**config.mk**
```make
export PLATFORM = sky130hd
export DESIGN_NAME = ballast_seq
export DESIGN_NICKNAME = d
export VERILOG_FILES = /design/src/rtl/ballast_seq_pkg.sv /design/src/rtl/ballast_sd_arm.sv /design/src/rtl/ballast_edge_det.sv /design/src/rtl/ballast_mode_fsm.sv /design/src/rtl/ballast_out_reg.sv /design/src/rtl/ballast_seq.sv
export SDC_FILE = /design/constraint.sdc
export NUM_CORES = 1
export LEC_CHECK = 0
export CORE_AREA = 4 4 41 43
export DETAILED_ROUTE_END_ITERATION = 10
export DIE_AREA = 0 0 45 47
export HOLD_SLACK_MARGIN = 0.15
export PLACE_DENSITY = 0.55
export RECOVER_POWER = 50
export REMOVE_ABC_BUFFERS = 1
export SYNTH_ARGS = -nofsm -noshare
export SYNTH_HDL_FRONTEND = slang
export SYNTH_SLANG_ARGS = --single-unit
```
**constraint.sdc**
```tcl
create_clock -name clk_i -period 2.8 [get_ports clk_i]
set_clock_uncertainty 0.15 [all_clocks]
set_input_delay 0.56 -clock clk_i [delete_from_list [all_inputs] [get_ports clk_i]]
set_output_delay 0.56 -clock clk_i [all_outputs]
set_load 0.02 [all_outputs]
```
**src/rtl/ballast_seq_pkg.sv**
```systemverilog
package ballast_seq_pkg;
  localparam int MODE_W = 3;

  typedef enum logic [MODE_W-1:0] {
    M_UVLO    = 3'd0,
    M_PREHEAT = 3'd1,
    M_IGNITE  = 3'd2,
    M_RUN     = 3'd3,
    M_FAULT   = 3'd4
  } mode_e;

  function automatic logic mode_active(mode_e m);
    return (m == M_PREHEAT) || (m == M_IGNITE) || (m == M_RUN);
  endfunction
endpackage

```
**src/rtl/ballast_sd_arm.sv**
```systemverilog
// Remembers a shutdown-pin rise above 5 V until an active mode consumes it
module ballast_sd_arm (
  input  logic clk_i,
  input  logic rst_ni,
  input  logic sd_hi_i,
  input  logic clr_i,
  output logic armed_o
);
  always_ff @(posedge clk_i or negedge rst_ni) begin
    if (!rst_ni)      armed_o <= 1'b0;
    else if (sd_hi_i) armed_o <= 1'b1;
    else if (clr_i)   armed_o <= 1'b0;
  end
endmodule

```
**src/rtl/ballast_edge_det.sv**
```systemverilog
module ballast_edge_det #(
  parameter int W = 1
) (
  input  logic         clk_i,
  input  logic         rst_ni,
  input  logic [W-1:0] sig_i,
  output logic [W-1:0] rise_o
);
  logic [W-1:0] sig_q;

  always_ff @(posedge clk_i or negedge rst_ni) begin
    if (!rst_ni) sig_q <= '0;
    else         sig_q <= sig_i;
  end

  assign rise_o = sig_i & ~sig_q;
endmodule

```
**src/rtl/ballast_mode_fsm.sv**
```systemverilog
module ballast_mode_fsm
  import ballast_seq_pkg::*;
(
  input  logic  clk_i,
  input  logic  rst_ni,
  input  logic  vcc_hi_i,
  input  logic  vcc_ok_i,
  input  logic  sd_hi_i,
  input  logic  sd_lo_i,
  input  logic  eol_i,
  input  logic  oc_i,
  input  logic  armed_i,
  input  logic  cph_rise_i,
  output mode_e state_o,
  output mode_e nxt_o
);
  mode_e state_q, nxt;

  always_comb begin
    nxt = state_q;
    if (!vcc_ok_i) begin
      nxt = M_UVLO;
    end else begin
      case (state_q)
        M_UVLO:    if (vcc_hi_i && armed_i && sd_lo_i) nxt = M_PREHEAT;
        M_PREHEAT: if (oc_i) nxt = M_FAULT;
                   else if (cph_rise_i) nxt = M_IGNITE;
        M_IGNITE:  if (cph_rise_i) nxt = M_RUN;
        M_RUN:     if (oc_i || eol_i) nxt = M_FAULT;
        M_FAULT:   if (sd_hi_i) nxt = M_UVLO;
        default:   nxt = M_UVLO;
      endcase
    end
  end

  always_ff @(posedge clk_i or negedge rst_ni) begin
    if (!rst_ni) state_q <= M_UVLO;
    else         state_q <= nxt;
  end

  assign state_o = state_q;
  assign nxt_o   = nxt;
endmodule

```
**src/rtl/ballast_out_reg.sv**
```systemverilog
// Outputs registered from the next state so they switch with the mode code
module ballast_out_reg
  import ballast_seq_pkg::*;
(
  input  logic  clk_i,
  input  logic  rst_ni,
  input  mode_e nxt_i,
  input  logic  bus_low_i,
  output logic  drv_en_o,
  output logic  cph_dis_o,
  output logic  vco_dis_o
);
  logic drv_d, dis_d;

  assign drv_d = mode_active(nxt_i) && !((nxt_i == M_RUN) && bus_low_i);
  assign dis_d = (nxt_i == M_FAULT);

  always_ff @(posedge clk_i or negedge rst_ni) begin
    if (!rst_ni) begin
      drv_en_o  <= 1'b0;
      cph_dis_o <= 1'b0;
      vco_dis_o <= 1'b0;
    end else begin
      drv_en_o  <= drv_d;
      cph_dis_o <= dis_d;
      vco_dis_o <= dis_d;
    end
  end
endmodule

```
**src/rtl/ballast_seq.sv**
```systemverilog
module ballast_seq
  import ballast_seq_pkg::*;
(
  input  logic              clk_i,
  input  logic              rst_ni,
  input  logic              vcc_hi_i,
  input  logic              vcc_ok_i,
  input  logic              sd_hi_i,
  input  logic              sd_lo_i,
  input  logic              eol_i,
  input  logic              bus_low_i,
  input  logic              cph_cross_i,
  input  logic              oc_fault_i,
  output logic              drv_en_o,
  output logic              cph_dis_o,
  output logic              vco_dis_o,
  output logic [MODE_W-1:0] mode_o
);
  mode_e state, nxt;
  logic  armed, cph_rise;

  ballast_sd_arm u_arm (
    .clk_i   (clk_i),
    .rst_ni  (rst_ni),
    .sd_hi_i (sd_hi_i),
    .clr_i   (mode_active(state)),
    .armed_o (armed)
  );

  ballast_edge_det #(.W(1)) u_cph_edge (
    .clk_i  (clk_i),
    .rst_ni (rst_ni),
    .sig_i  (cph_cross_i),
    .rise_o (cph_rise)
  );

  ballast_mode_fsm u_fsm (
    .clk_i      (clk_i),
    .rst_ni     (rst_ni),
    .vcc_hi_i   (vcc_hi_i),
    .vcc_ok_i   (vcc_ok_i),
    .sd_hi_i    (sd_hi_i),
    .sd_lo_i    (sd_lo_i),
    .eol_i      (eol_i),
    .oc_i       (oc_fault_i),
    .armed_i    (armed),
    .cph_rise_i (cph_rise),
    .state_o    (state),
    .nxt_o      (nxt)
  );

  ballast_out_reg u_out (
    .clk_i     (clk_i),
    .rst_ni    (rst_ni),
    .nxt_i     (nxt),
    .bus_low_i (bus_low_i),
    .drv_en_o  (drv_en_o),
    .cph_dis_o (cph_dis_o),
    .vco_dis_o (vco_dis_o)
  );

  assign mode_o = state;
endmodule

```
==> flow_summary.yaml <==
pwr:
  p_per_area_nw_per_um2: 446
  swShare_pct: 25.2
  p_int_mw: 0.185
  power_frac_comb_pct: 17.1
  power_frac_seq_pct: 44.6
  ir_drop_v: 0.000162
  p_leak_nw: 0.214
  p_clk_share_pct: 38.3
  p_sw_mw: 0.0624
layout:
  final_net_count: 61
  diodes: 0
  fillers: 139
  final_cells: 65
  multi_input_area_um2: 181
  drive_gt1_share_pct: 12.0
  area_growth_pct: 51.0
  seq_area_um2: 175
placement:
  gp_congestion: 0.841
  io_buffers: 15
  dp.cells: 61
  dp_hpwl_um: 705
worst_setup_path:
  critPathSlowestCell: "clkdlybuf4s50_1"
  regToRegStartpoint: "u_fsm.state_o[0]"
  cp_max_fo: 10
  required_ns: 2.09
  worstSetupPathType: "reg -> out"
  critPathBufInv: 1
  end_kind: "output pin"
  crit_chain: "clkdlybuf4s50_1"
  cp.arrival_ns: 1.42
  cp_top_family: "buffers and inverters"
  cpPeakStageDelay_ns: 0.67
  critPathLaunchType: "flip-flop"
  crit_start: "u_fsm.state_o[2]"
clock_tree:
  path_clk_slew_ns: 0.05
  cts_resized: 0
  postCtsSetupRepairBufs: 0
  cts_tree: "yes"
  htreeDepth: 1
  clock_sinks: 7
  clk_latency_ns: 0.25
  cts_buffers: 3
  cts_buffer_depth: 2
  cts-root-buf: "clkbuf_4"
  ctsHoldBuffers: 0
synthesis:
  yosysWarnings: 0
  synthAdderAreaFrac_pct: 0
  synth-simple-area-share_pct: 29.3
  ys_seq_area_share_pct: 47.6
  synth_mux_area_share_pct: 4.08
  ys_seq_elements: 7
  synth_top_family_by_area: "simple AND/OR/NAND/NOR gates"
  synth_xor_area_share_pct: 0
  synth_edf_count: 0
  postSynthCellCount: 32
  ys_types: 21
  synth-compound-area-share_pct: 16.0
  syn_area_um2: 368
  synth_area_leaders: "dfrtp_1 (48%), a31oi_4 (5.8%), nand4b_1 (4.8%), a21boi_0 (4.1%), mux2_4 (4.1%)"
  yosysMostFrequentCell: "dfrtp_1"
  yosys_most_used_dff: "dfrtp_1"
  synth.top_cell.area_share_pct: 47.6
  async_flop_share_pct: 100
  yosys.area.top_type: "dfrtp_1"
  syn_area_per_cell_um2: 11.5
routing:
  detail_route.wl_per_cell_um: 14.2
  drt_iter0_markers: 1
  vias_per_cell: 4.89
  drc_errors: 0
  vias: 318
  ant_nets: 0
  routed_wl_um: 920
  drtPass1Iterations: 2
global_routing:
  antenna_found_initial: 0
  first_global_vias: 347
  grt_overflow: 0
  grt_max_degree: 11
  groute.usage.overall_pct: 11.4
  grt_first_pass_wirelength_um: 1590
sta:
  setup_tns_ns: 0
  worst_pin_slew_ns: 0.354
  min_period_ns: 2.13
  setup_viol: 0
  max_slew_margin_pct: 76.3
  report.final.slew_viol_count: 0
  fmax_ghz: 0.469
  rsz0062_at_grt: "no"
  whs_ns: 0.358
  hold_viol: 0
  min_period_over_period_pct: 76.2
floorplanning:
  core_um2: 1300
  ioPinCount: 16
  die-area_um2: 2120
  die_y_um: 47
  start_util_pct: 28.3
  die_w_um: 45
  rows: 13
run:
  max-cap-violations: 0
status:
  outcome: "completed"
hold_path:
  min-delay-start: "u_arm.armed_o"
  worst_hold_path_type: "reg -> reg"
## cell families (layout without fill, tap and decap cells)
| family | Yosys count | after routing |
|---|---|---|
| DFF | 7 | 7 |
| AOI/OAI and AO/OA | 7 | 7 |
| muxes | 1 | 1 |
| and+or+nand+nor | 15 | 15 |
| buffers and inverters | 2 | 20 |
## cell usage in the layout (no fill, tap or decap), types with 2 or more instances in the layout
cell / instances
a21boi_0: 2
clkbuf_4: 3
clkdlybuf4s50_1: 12
dfrtp_1: 7
dlygate4sd3_1: 3
nand2_1: 2
nand2b_1: 2
nand4b_1: 2
o21ai_0: 2
## final timing paths
| check | to | slack [ns] | cells past startpoint |
|---|---|---|---|
| max reg2reg | u_out.drv_en_o | 0.87 | 4 |
| min | u_arm.armed_o | 0.36 | 2 |
| min reg2reg | u_arm.armed_o | 0.36 | 2 |
| min in group asynchronous | u_out.drv_en_o | 0.50 | 1 |
| max | mode_o[2] | 0.67 | 1 |
| max in group asynchronous | u_fsm.state_o[2] | 1.74 | 1 |
## metal layers
metal  vias up  wire, um  GRT usage, %
li1        152         -             -
met1       157       388          12.3
met2         9       483          17.5
met3         0        48          4.98
met4         0         0          8.77
met5         -         0             0
## flip-flops by register name, summed over array words and instances, names as in the netlist
signal	cells
u_arm.armed_o	1
u_out.drv_en_o	1
u_out.cph_dis_o	1
u_fsm.state_o	3
u_cph_edge.sig_q	1
## stage by stage
stage / area [um^2] / power (mW) / setup WS [ns] / utilization (%)
2_1_floorplan: 360 / 0.130 / 0.874 / -
3_3_place_gp: 529 / 0.154 / 0.528 / 40.7
3_5_place_dp: 529 / 0.156 / 0.490 / 40.7
4_1_cts: 556 / 0.256 / 0.638 / 42.7
5_1_grt: 556 / 0.268 / 0.573 / 42.7
6_report: 556 / 0.248 / 0.666 / 42.7
## power by group through the flow
stage               Clock, mW  Sequential (mW)  Combinational (mW)
CTS                     0.102            0.110              0.0437
floorplan                   0            0.115              0.0145
global placement            0            0.111              0.0426
global route            0.111            0.111              0.0460
finish                 0.0949            0.110              0.0423
detailed placement          0            0.112              0.0435
## layout make-up
class | instances | area share [%]
clock buffers | 4 | 4.73
inverters | 1 | 0.676
multi-input cells | 23 | 32.7
flip-flops and latches | 7 | 31.5
well taps | 15 | 3.38
repair buffers | 15 | 27.0
Note: power is estimated with default switching activity, not from simulation.
